## src/rtl/sbsu_pkg.sv

```systemverilog
package sbsu_pkg;
    localparam int unsigned BYTE_W = 8;
    localparam int unsigned CNT_W  = $clog2(BYTE_W + 1);

    typedef struct packed {
        logic              active;
        logic              pend;
        logic [BYTE_W-1:0] sr;
        logic [CNT_W-1:0]  bits;
        logic              out;
        logic              irq;
        logic              rel;
        logic              busy;
        logic              clr_pend;
    } sbsu_state_t;
endpackage

```

## src/rtl/sbsu_edge.sv

```systemverilog
module sbsu_edge (
    input  logic clk,
    input  logic rst_n,
    input  logic sig_in,
    output logic rise,
    output logic fall
);
    logic prev_d, prev_q;

    always_comb begin
        prev_d = sig_in;
    end

    always_ff @(posedge clk or negedge rst_n) begin
        if (!rst_n) prev_q <= 1'b1;
        else        prev_q <= prev_d;
    end

    assign rise = sig_in & ~prev_q;
    assign fall = ~sig_in & prev_q;
endmodule

```

## src/rtl/sbsu_clkgen.sv

```systemverilog
module sbsu_clkgen #(
    parameter int unsigned HALF = 4
) (
    input  logic clk,
    input  logic rst_n,
    input  logic run,
    output logic sck
);
    localparam int unsigned DIV_W = (HALF > 1) ? $clog2(HALF) : 1;

    logic [DIV_W-1:0] cnt_d, cnt_q;
    logic             gen_d, gen_q;

    always_comb begin
        cnt_d = cnt_q;
        gen_d = gen_q;
        if (!run) begin
            cnt_d = '0;
            gen_d = 1'b1;
        end else if (cnt_q == DIV_W'(HALF - 1)) begin
            cnt_d = '0;
            gen_d = ~gen_q;
        end else begin
            cnt_d = cnt_q + 1'b1;
        end
    end

    always_ff @(posedge clk or negedge rst_n) begin
        if (!rst_n) begin
            cnt_q <= '0;
            gen_q <= 1'b1;
        end else begin
            cnt_q <= cnt_d;
            gen_q <= gen_d;
        end
    end

    assign sck = gen_q | ~run;
endmodule

```

## src/rtl/sbus_shift_unit.sv

```systemverilog
module sbus_shift_unit
    import sbsu_pkg::*;
#(
    parameter int unsigned SCK_HALF = 4
) (
    input  logic              clk,
    input  logic              rst_n,
    input  logic              enable,
    input  logic              is_master,
    input  logic              wake_mode,
    input  logic              wr_en,
    input  logic [BYTE_W-1:0] wr_data,
    output logic [BYTE_W-1:0] rd_data,
    input  logic              irq_clr,
    output logic              irq,
    input  logic              bus_release,
    input  logic              busy_set,
    input  logic              busy_clr,
    input  logic [BYTE_W-1:0] own_addr,
    input  logic              sck_in,
    output logic              sck_out,
    input  logic              sda_in,
    output logic              sda_low
);
    sbsu_state_t st_d, st_q;

    logic              sck_rise;
    logic              sck_fall;
    logic              gen_sck;
    logic              xfer_on;
    logic              busy_drv;
    logic [CNT_W-1:0]  bit_cnt;
    logic [BYTE_W-1:0] shifted;
    logic              last_bit;

    sbsu_edge i_edge (
        .clk   (clk),
        .rst_n (rst_n),
        .sig_in(sck_in),
        .rise  (sck_rise),
        .fall  (sck_fall)
    );

    sbsu_clkgen #(.HALF(SCK_HALF)) i_clkgen (
        .clk  (clk),
        .rst_n(rst_n),
        .run  (st_q.active & is_master),
        .sck  (gen_sck)
    );

    assign shifted  = {st_q.sr[BYTE_W-2:0], sda_in};
    assign last_bit = st_q.active && sck_rise && (st_q.bits == CNT_W'(BYTE_W - 1));

    always_comb begin
        st_d = st_q;

        // start / hold of a written byte
        if (!enable) st_d.pend = 1'b0;
        if (wr_en && !st_q.active) begin
            st_d.sr = wr_data;
            if (enable && sck_in) begin
                if (is_master && !sda_in) begin
                    st_d.pend = 1'b1;
                end else begin
                    st_d.active = 1'b1;
                    st_d.pend   = 1'b0;
                    st_d.bits   = '0;
                    st_d.out    = wr_data[BYTE_W-1];
                end
            end
        end else if (st_q.pend && enable && sda_in && sck_in && !st_q.active) begin
            st_d.active = 1'b1;
            st_d.pend   = 1'b0;
            st_d.bits   = '0;
            st_d.out    = st_q.sr[BYTE_W-1];
        end

        // shifting
        if (st_q.active) begin
            if (sck_rise) begin
                st_d.sr   = shifted;
                st_d.bits = st_q.bits + 1'b1;
            end
            if (sck_fall) st_d.out = st_q.sr[BYTE_W-1];
            if (last_bit) begin
                st_d.active = 1'b0;
                st_d.out    = 1'b1;
            end
        end

        // interrupt flag and release tracking
        if (irq_clr) st_d.irq = 1'b0;
        if (last_bit) begin
            if (!wake_mode || (st_q.rel && shifted == own_addr)) st_d.irq = 1'b1;
            st_d.rel = 1'b0;
        end
        if (bus_release) st_d.rel = 1'b1;

        // busy handshake
        if (busy_set) st_d.busy = 1'b1;
        if (busy_clr && st_q.busy) st_d.clr_pend = 1'b1;
        if (st_q.clr_pend && sck_fall) begin
            st_d.busy     = 1'b0;
            st_d.clr_pend = 1'b0;
        end
    end

    always_ff @(posedge clk or negedge rst_n) begin
        if (!rst_n) begin
            st_q          <= '0;
            st_q.out      <= 1'b1;
        end else begin
            st_q          <= st_d;
        end
    end

    assign xfer_on  = st_q.active;
    assign busy_drv = st_q.busy;
    assign bit_cnt  = st_q.bits;
    assign rd_data  = st_q.sr;
    assign irq      = st_q.irq;
    assign sck_out  = is_master ? gen_sck : 1'b1;
    assign sda_low  = st_q.busy | (st_q.active & ~wake_mode & ~st_q.out);
endmodule

```

## config.mk

```make
export PLATFORM = sky130hd
export DESIGN_NAME = sbus_shift_unit
export DESIGN_NICKNAME = d
export VERILOG_FILES = /design/src/rtl/sbsu_pkg.sv /design/src/rtl/sbsu_edge.sv /design/src/rtl/sbsu_clkgen.sv /design/src/rtl/sbus_shift_unit.sv
export SDC_FILE = /design/constraint.sdc
export NUM_CORES = 1
export LEC_CHECK = 0
export BUFFER_PORTS_ARGS = -buffer_cell sky130_fd_sc_hd__buf_2
export CORE_MARGIN = 2
export CORE_UTILIZATION = 36
export DETAILED_ROUTE_END_ITERATION = 8
export PLACE_DENSITY_LB_ADDON = 0.15
export SYNTH_ARGS = -nofsm -noshare
export SYNTH_HDL_FRONTEND = slang
export SYNTH_SLANG_ARGS = --single-unit
export TNS_END_PERCENT = 10
```

## constraint.sdc

```tcl
create_clock -name clk -period 1.2 [get_ports clk]
set_input_delay 0.24 -clock clk [delete_from_list [all_inputs] [get_ports clk]]
set_output_delay 0.24 -clock clk [all_outputs]
set_load 0.02 [all_outputs]
```

==> results of run 1 <==
==> per-stage QoR <==
stage	setup slack, ps	std cells	total power [mW]	instance area, sq um	util, %
floorplan	21.8	122	2.30	1270	-
global route	-288	213	3.35	1650	49.1
detailed placement	-107	205	2.55	1510	44.9
global placement	-145	205	2.52	1510	44.9
CTS	-245	213	3.07	1610	47.9
finish	-232	213	3.12	1650	49.1
==> placed cells by master, fill, tap and decap left out, types with 8 or more instances in the layout <==
cell     netlist  routed
a21oi_1       12      12
buf_6          1      11
nor2_1        14      13
nand2_1        8       8
xnor2_1        9       9
buf_4          8      10
buf_2          1      30
mux2i_1       11      11
dfrtp_1       20      19
==> synthesized netlist by cell type (all sizes together) (2+ instances only) <==
cell / count / share of area, %
nand3: 4 / 2.0
or2: 2 / 0.99
a31oi: 2 / 0.99
nor2b: 2 / 1.6
ha: 2 / 2.0
nand2: 8 / 2.4
xnor2: 9 / 6.2
dfrtp: 20 / 40
a21oi: 12 / 4.7
inv: 2 / 0.59
dfstp: 3 / 6.2
mux2i: 11 / 8.7
o21a: 2 / 1.2
buf: 11 / 7.6
nand4: 2 / 2.2
a21o: 2 / 1.2
nor2: 15 / 4.6
==> worst max-delay path, stage by stage, from the launching register on <==
cell     delay, ps
dfrtp_2        460
buf_6          130
a21o_1         170
buf_6          130
==> registers in the layout, summed over array words and instances (netlist names) <==
register,count
bit_cnt,4
busy_drv,1
i_clkgen.cnt_q,2
i_clkgen.gen_q,1
i_edge.prev_q,1
irq,1
rd_data,8
st_q,4
xfer_on,1
==> per-layer routing <==
layer,up-vias,global-route usage (%),wire (um)
met5,-,0,0
met4,0,2.72,17
met1,488,17.6,1200
met2,25,22.2,1250
li1,506,-,-
met3,2,3.39,112
==> power breakdown <==
group          internal (mW)  leakage (nW)  total, mW  switching, mW
combinational          0.793         0.471       1.44          0.648
clock                  0.125        0.0177      0.361          0.237
sequential              1.06         0.258       1.32          0.263
==> worst max path at each step <==
stage / to / slack (ps) / depth (start not counted)
final: sda_low / -230 / 3
after detailed placement: rd_data[0] / -110 / 4
after global placement: rd_data[0] / -150 / 4
after floorplan: bit_cnt[0] / 20 / 5
after global routing: sda_low / -290 / 3
after CTS: sda_low / -240 / 3
==> cells by family (layout without fill, tap and decap cells) <==
| logic type | Yosys count | after routing |
|---|---|---|
| AO/OA/AOI/OAI | 23 | 23 |
| XOR/XNOR | 9 | 9 |
| adder cells (fa/ha/maj) | 2 | 2 |
| buffers and inverters | 14 | 59 |
| flip-flops | 23 | 23 |
| multiplexers | 11 | 11 |
| AND/OR/NAND/NOR | 40 | 40 |
==> what timing repair did <==
action / 4_1_cts / 5_1_grt
setup buffers: 3 / 0
pin swaps: 5 / 4
hold buffers: 1 / 0
gates resized for setup: 14 / 9
setup endpoints to repair: 21 / 27
endpoints found under the hold margin: 20 / 0
==> area by class of cell <==
cell class	instances	area [sq um]	area share, %
repair buffers	53	379	22.9
multi-input cells	85	601	36.3
clock buffers	3	22.5	1.36
inverters	2	7.51	0.454
well taps	46	57.6	3.48
flip-flops and latches	23	581	35.1
clock inverters	1	5.00	0.303
==> out/qor.yml, run 1 <==
status: "complete, but fails checks"
violations: "setup timing"
holdPathEnd: "i_edge.prev_q"
p_per_area_mw_per_mm2: 1890
cts_buffer_depth: 2
vias: 1021
r2r_start: "xfer_on"
synth_fa_ha_area_share_pct: 1.98
gp_congestion: 0.696
rr_endpoint: "bit_cnt[0]"
peakVddDrop_uv: 968
timing.final.max_slew_violations: 0
synthXorXnorAreaFrac_pct: 6.23
ys_seq_area_share_pct: 45.8
crit_type: "reg -> out"
hold_start: "sck_in"
wl_per_cell_um: 12.1
synth_cells: 122
synth-compound-area-share_pct: 11.0
synth_cell_types: 38
tns_ps: -1910
worstRegToRegCells: 5
syn_area_per_cell_sq_um: 10.4
die_area_sq_mm: 0.00401
fin_crit_sh_pct: 119
antenna_cells: 0
drt-vias-per-instance: 4.79
cts_root_buffer: "clkbuf_4"
cp-end-kind: "primary output"
min_path_type: "in -> reg"
critPathLaunchType: "flip-flop"
pin_count: 39
holdWs_ps: 65.7
grt_max_degree: 24
final.min_clock_period_ps: 1430
timing.fmax_mhz: 698
drt_iter0_drc: 19
synth_area_sq_mm: 0.00127
antenna_found_initial: 0
drive_gt1_share_pct: 40.1
crit_path_start: "xfer_on"
track_usage_pct: 13.3
cp_data_required_time_ps: 960
clk_pin_slew_ps: 120
async_flop_share_pct: 100
cts_tree: "yes"
arrival_ps: 1190
synth_top_family_by_area: "simple AND/OR/NAND/NOR gates"
setup_violations: 19
timing.max_cap.violations: 0
cts_max_level: 1
synth_seq_cells: 23
power_leakage_nw: 0.746
grt_pass1_vias: 1003
drc: 0
tightest_slew_ps: 503
die_w_um: 63.3
dp_hpwl_mm: 1.98
synth_edf_count: 0
syn-num-nets: 152
grt_pass1_wl_mm: 4.30
ff2ff_setup_slack_ps: -150
syn_to_final_growth_pct: 30.5
fill_cells: 349
rsz0062_at_grt: "yes"
synthSimpleGateAreaFrac_pct: 17.9
start_util_pct: 37.6
synthFlopType: "dfrtp_1"
nets: 198
drt-pass1-iter-count: 4
fp.dieH_um: 63.3
synth.area.mux_share_pct: 8.70
rows: 21
critPathMaxFanout: 6
yosysWarnings: 0
fin_ws_ps: -232
antenna_left: 0
port_buffers: 38
cts_num_sinks: 23
hold_viol_final: 0
relSlewSlack_pct: 66.5
clock_skew_ps: 7.31
cts_buffers: 3
min_path_cells: 1
drt_wl_total_mm: 2.58
core_sq_mm: 0.00336
clkLatencyLatePin_ps: 310
gr-total-overflow: 0
Power figures use the tool's default switching activity.
==> inputs of run 2 (changes only) <==
Settings changed: CORE_UTILIZATION 36 to 30.
==> out/qor.yml, run 2 (synthesis results as in run 1) <==
status: "complete, but fails checks"
violations: "setup timing"
port_buffers: 38  # unchanged
cts_buffer_depth: 2  # unchanged
peakVddDrop_uv: 590  # -39%
drc: 0  # unchanged
gr-total-overflow: 0  # unchanged
timing.fmax_mhz: 723  # +3.6%
largest_reg_flops: 8  # unchanged
drt_wl_total_mm: 2.86  # +11%
rsz0062_at_grt: "yes"
layout_common_cells: "buf_2, dfrtp_1, nor2_1, buf_4, a21oi_1"
gp_congestion: 0.716  # +2.9%
relSlewSlack_pct: 63.6  # -2.9 points
stdcell_count: 222  # +4.2%
critPathMaxFanout: 5  # -1
fin_crit_sh_pct: 115  # -4.1 points
antenna_found_initial: 0  # unchanged
path_cells: "buf_6, a21o_1, buf_6"
syn_to_final_growth_pct: 33.6
drt-pass1-iter-count: 4  # unchanged
crit_type: "reg -> out"
drt-vias-per-instance: 4.57  # -4.6%
wl_per_cell_um: 12.9  # +6.3%
start_util_pct: 31.4  # -6.2 points
cp_data_required_time_ps: 960  # about the same
layout_commonest_cell: "buf_2"
power_leakage_nw: 0.767  # +2.8%
clkLatencyLatePin_ps: 260  # -50 ps
max_stage_delay_ps: 450  # about the same
cp_common_cell: "buf_6"
critPathLaunchType: "flip-flop"
track_usage_pct: 12.6  # -0.75 points
cpMaxStageDelayCell: "dfrtp_2"
cts_buffers: 3  # unchanged
cts_root_buffer: "clkbuf_8"
drt_iter0_drc: 27  # +8
p_per_area_mw_per_mm2: 1950  # +2.9%
grt_pass1_vias: 966  # -3.7%
drive_gt1_share_pct: 41.3  # +1.2 points
cts_max_level: 1  # unchanged
arrival_ps: 1140  # -50 ps
nets: 203  # +2.5%
fin_ws_ps: -182  # +49.7 ps
cp-end-kind: "primary output"
antenna_left: 0  # unchanged
die_w_um: 69.0  # +8.9%
dp_hpwl_mm: 2.15  # +8.9%
core_sq_mm: 0.00403  # +20%
clock_skew_ps: 2.71  # -4.60 ps
hold_viol_final: 0  # unchanged
timing.max_cap.violations: 0  # unchanged
grt_pass1_wl_mm: 4.38  # +1.9%
pin_count: 39  # unchanged
setup_violations: 17  # -2
clk_pin_slew_ps: 80  # -40 ps
vias: 1015  # -0.59%
rows: 23  # +9.5%
antenna_cells: 0  # unchanged
tightest_slew_ps: 546  # +43.1 ps
place_inst: 214  # +4.4%
timing.final.max_slew_violations: 0  # unchanged
cts_tree: "yes"
grt_max_degree: 24  # unchanged
cts_num_sinks: 23  # unchanged
die_area_sq_mm: 0.00476  # +19%
final.min_clock_period_ps: 1380  # -49.7 ps
post-place-ws_ps: -111  # -4.00 ps
min_path_type: "in -> reg"
utilization_pct: 42.0  # -7.2 points
fp.dieH_um: 69.0  # +8.9%
run 2: area by class of cell:
class | instances | area, sq um
Sequential cell | 23 | 581
Tap cell | 50 | 62.6
Multi-Input combinational cell | 85 | 584
Fill cell | 422 | 2340
Clock buffer | 3 | 41.3
Timing Repair Buffer | 58 | 410
Inverter | 2 | 7.51
Clock inverter | 1 | 5.00
run 2: power breakdown:
group | switching, mW | total (mW) | internal (mW)
combinational | 0.702 | 1.51 | 0.810
sequential | 0.232 | 1.29 | 1.06
clock | 0.255 | 0.486 | 0.232
run 2: what timing repair did:
action / in CTS / in global routing
resized for setup: 8 / 8
endpoints found under the hold margin: 20 / 0
endpoints found under the setup margin: 18 / 22
setup buffers: 2 / 1
pin swaps: 2 / 6
hold buffers: 1 / 0
run 2: final timing paths:
path	startpoint	end	slack, ps	cells past startpoint
worst max register to register	xfer_on	rd_data[7]	-120	5
worst max-delay path	xfer_on	sda_low	-180	3
worst min register to register	i_clkgen.cnt_q[0]	i_clkgen.cnt_q[0]	450	1
max in group asynchronous	rst_n	xfer_on	320	2
min in group asynchronous	rst_n	i_clkgen.cnt_q[0]	480	2
worst min-delay path	sck_in	i_edge.prev_q	120	1
run 2: critical path: cells and delay by family, from the launching register on:
kind | cells | cell delay [ps]
DFF | 1 | 450
buffers and inverters | 2 | 260
AOI/OAI and AO/OA | 1 | 170
run 2: layer usage:
metal  share of wire (%)  wire [um]  vias to the layer above  GRT usage, %
li1                    -          -                      514             -
met1                  47       1330                      483          16.1
met2                  49       1400                       16          21.4
met3                 3.9        111                        2          2.11
met4                0.67         19                        0          4.41
met5                   0          0                        -             0
run 2: through the flow:
| stage | total power, mW | hold slack (ps) | cell area (sq um) | setup TNS (ps) |
|---|---|---|---|---|
| floorplan | 2.30 | -55.6 | 1270 | 0 |
| global placement | 2.63 | 253 | 1560 | -863 |
| detailed placement | 2.65 | 266 | 1560 | -1350 |
| CTS | 3.21 | 107 | 1660 | -2070 |
| global route | 3.53 | 105 | 1690 | -3140 |
| finish | 3.29 | 116 | 1690 | -1540 |
==> inputs of run 3 (changes only) <==
Settings changed: CORE_UTILIZATION 30 to 35, SLEW_MARGIN from default to 20.
==> out/qor.yml, run 3 (synthesis results as in run 1) <==
hold_viol_final: 0  # unchanged
layout_common_cells: "buf_2, dfrtp_1, nor2_1, buf_6, a21oi_1"
vias: 1027  # +1.2%
timing.fmax_mhz: 691  # -4.5%
utilization_pct: 49.2  # +7.2 points
track_usage_pct: 14.1  # +1.5 points
grt_pass1_wl_mm: 4.51  # +2.8%
relSlewSlack_pct: 65.4  # +1.8 points
start_util_pct: 37.1  # +5.6 points
power_leakage_nw: 0.751  # -2.0%
peakVddDrop_uv: 754  # +28%
fp.dieH_um: 64.1  # -7.0%
drt-vias-per-instance: 4.80  # +5.0%
cts_max_level: 1  # unchanged
critPathMaxFanout: 3  # -2
ff2ff_setup_slack_ps: -180  # -60 ps
final.min_clock_period_ps: 1450  # +65.5 ps
holdPathEnd: "i_edge.prev_q"
violations: "setup timing"
clkLatencyLatePin_ps: 320  # +60 ps
placed_area_sq_mm: 0.00154  # -1.3%
core_sq_mm: 0.00342  # -15%
cts_buffers: 3  # unchanged
crit_type: "reg -> out"
dr_wl_met3_um: 104  # -6.3%
timing.max_cap.violations: 0  # unchanged
nets: 199  # -2.0%
cts_buffer_depth: 2  # unchanged
min_path_type: "in -> reg"
arrival_ps: 1210  # +70 ps
critPathLaunchType: "flip-flop"
drc: 0  # unchanged
setup_violations: 21  # +4
cts_tree: "yes"
p_per_area_mw_per_mm2: 1950  # about the same
drive_gt1_share_pct: 41.1  # -0.21 points
min_path_cells: 1  # unchanged
status: "complete, but fails checks"
drt_iter0_drc: 24  # -11%
layout_commonest_cell: "buf_2"
drt_wl_total_mm: 2.77  # -2.9%
drt-pass1-iter-count: 4  # unchanged
antenna_left: 0  # unchanged
cts_num_sinks: 23  # unchanged
m1WireLength_mm: 1.32  # -0.45%
top_layer: "met4"
port_buffers: 38  # unchanged
die_w_um: 64.1  # -7.0%
timing.final.max_slew_violations: 0  # unchanged
tightest_slew_ps: 519  # -27.2 ps
gp_congestion: 0.711  # -0.71%
wl_per_cell_um: 13.0  # +0.76%
grt_pass1_vias: 1006  # +4.1%
antenna_found_initial: 0  # unchanged
wl_met2_mm: 1.31  # -5.9%
cts_root_buffer: "clkbuf_4"
die_area_sq_mm: 0.00411  # -13%
fill_cells: 334  # -21%
syn_to_final_growth_pct: 32.6
clock_skew_ps: 8.94  # +6.23 ps
gr-total-overflow: 0  # unchanged
fin_crit_sh_pct: 121  # +5.5 points
fin_ws_ps: -248  # -65.5 ps
final_area_sq_mm: 0.00168  # -0.74%
pin_count: 39  # unchanged
worstRegToRegCells: 5  # unchanged
rr_endpoint: "bit_cnt[3]"
largest_reg_flops: 8  # unchanged
hold_start: "sck_in"
rows: 21  # -8.7%
r2r_start: "xfer_on"
dp_hpwl_mm: 2.11  # -2.2%
cp_data_required_time_ps: 960  # about the same
cp-end-kind: "primary output"
antenna_cells: 0  # unchanged
rsz0062_at_grt: "yes"
clk_pin_slew_ps: 140  # +60 ps
grt_max_degree: 24  # unchanged
[run 3: cell count changes in the layout (fill, tap and decap cells not counted), moves of 3 or more]
cell / previous run / this run
buf_6: 8 / 14
buf_2: 33 / 29
clkbuf_4: 0 / 3
clkbuf_8: 3 / 0
buf_4: 14 / 8
[run 3: how the worst max path moves through the flow]
stage,end,depth (start not counted),slack (ps),startpoint
after detailed placement,bit_cnt[3],4,-100,xfer_on
after CTS,sda_low,3,-260,xfer_on
after floorplan,bit_cnt[0],5,20,xfer_on
final,sda_low,3,-250,xfer_on
after global routing,sda_low,3,-290,st_q[4]
after global placement,bit_cnt[3],4,-70,xfer_on
[run 3: metrics by stage]
step | power, mW | TNS (ps) | hold WS (ps) | cells | worst slack [ps]
6_report | 3.27 | -2520 | 48.8 | 214 | -248
5_1_grt | 3.49 | -3940 | 27.6 | 214 | -290
4_1_cts | 3.24 | -2690 | 37.6 | 214 | -263
3_5_place_dp | 2.64 | -926 | 250 | 208 | -105
3_3_place_gp | 2.60 | -397 | 250 | 208 | -67.9
2_1_floorplan | 2.30 | 0 | -55.6 | 122 | 21.8
[run 3: what timing repair did]
| action | CTS | global route |
|---|---|---|
| buffers inserted | 1 | 0 |
| endpoints found under the setup margin | 24 | 26 |
| hold buffers | 1 | 0 |
| pin swaps | 5 | 1 |
| hold endpoints to repair | 20 | 0 |
| resized for setup | 22 | 6 |
[run 3: layer usage]
| layer | global-route usage [%] | vias to the layer above |
|---|---|---|
| met5 | 0 | - |
| met2 | 22.7 | 21 |
| met1 | 19.0 | 496 |
| li1 | - | 506 |
| met3 | 2.99 | 4 |
| met4 | 4.79 | 0 |
[run 3: final cells by class]
type / count / area, sq um / share of cell area, %
inverters: 2 / 7.51 / 0.447
clock buffers: 3 / 22.5 / 1.34
multi-input cells: 85 / 589 / 35.1
flip-flops and latches: 23 / 582 / 34.6
clock inverters: 1 / 7.51 / 0.447
well taps: 46 / 57.6 / 3.43
repair buffers: 54 / 413 / 24.6
[run 3: report_power, final]
group | total [mW] | switching, mW | internal [mW] | leakage (nW)
sequential | 1.31 | 0.246 | 1.06 | 0.257
clock | 0.384 | 0.257 | 0.127 | 0.0139
combinational | 1.57 | 0.704 | 0.870 | 0.481
total | 3.27 | 1.21 | 2.06 | 0.751
[run 3: critical path: stages, from the launching register on]
cell and delay (ps):
dfrtp_2 460, buf_6 120, a21o_1 180, buf_6 130
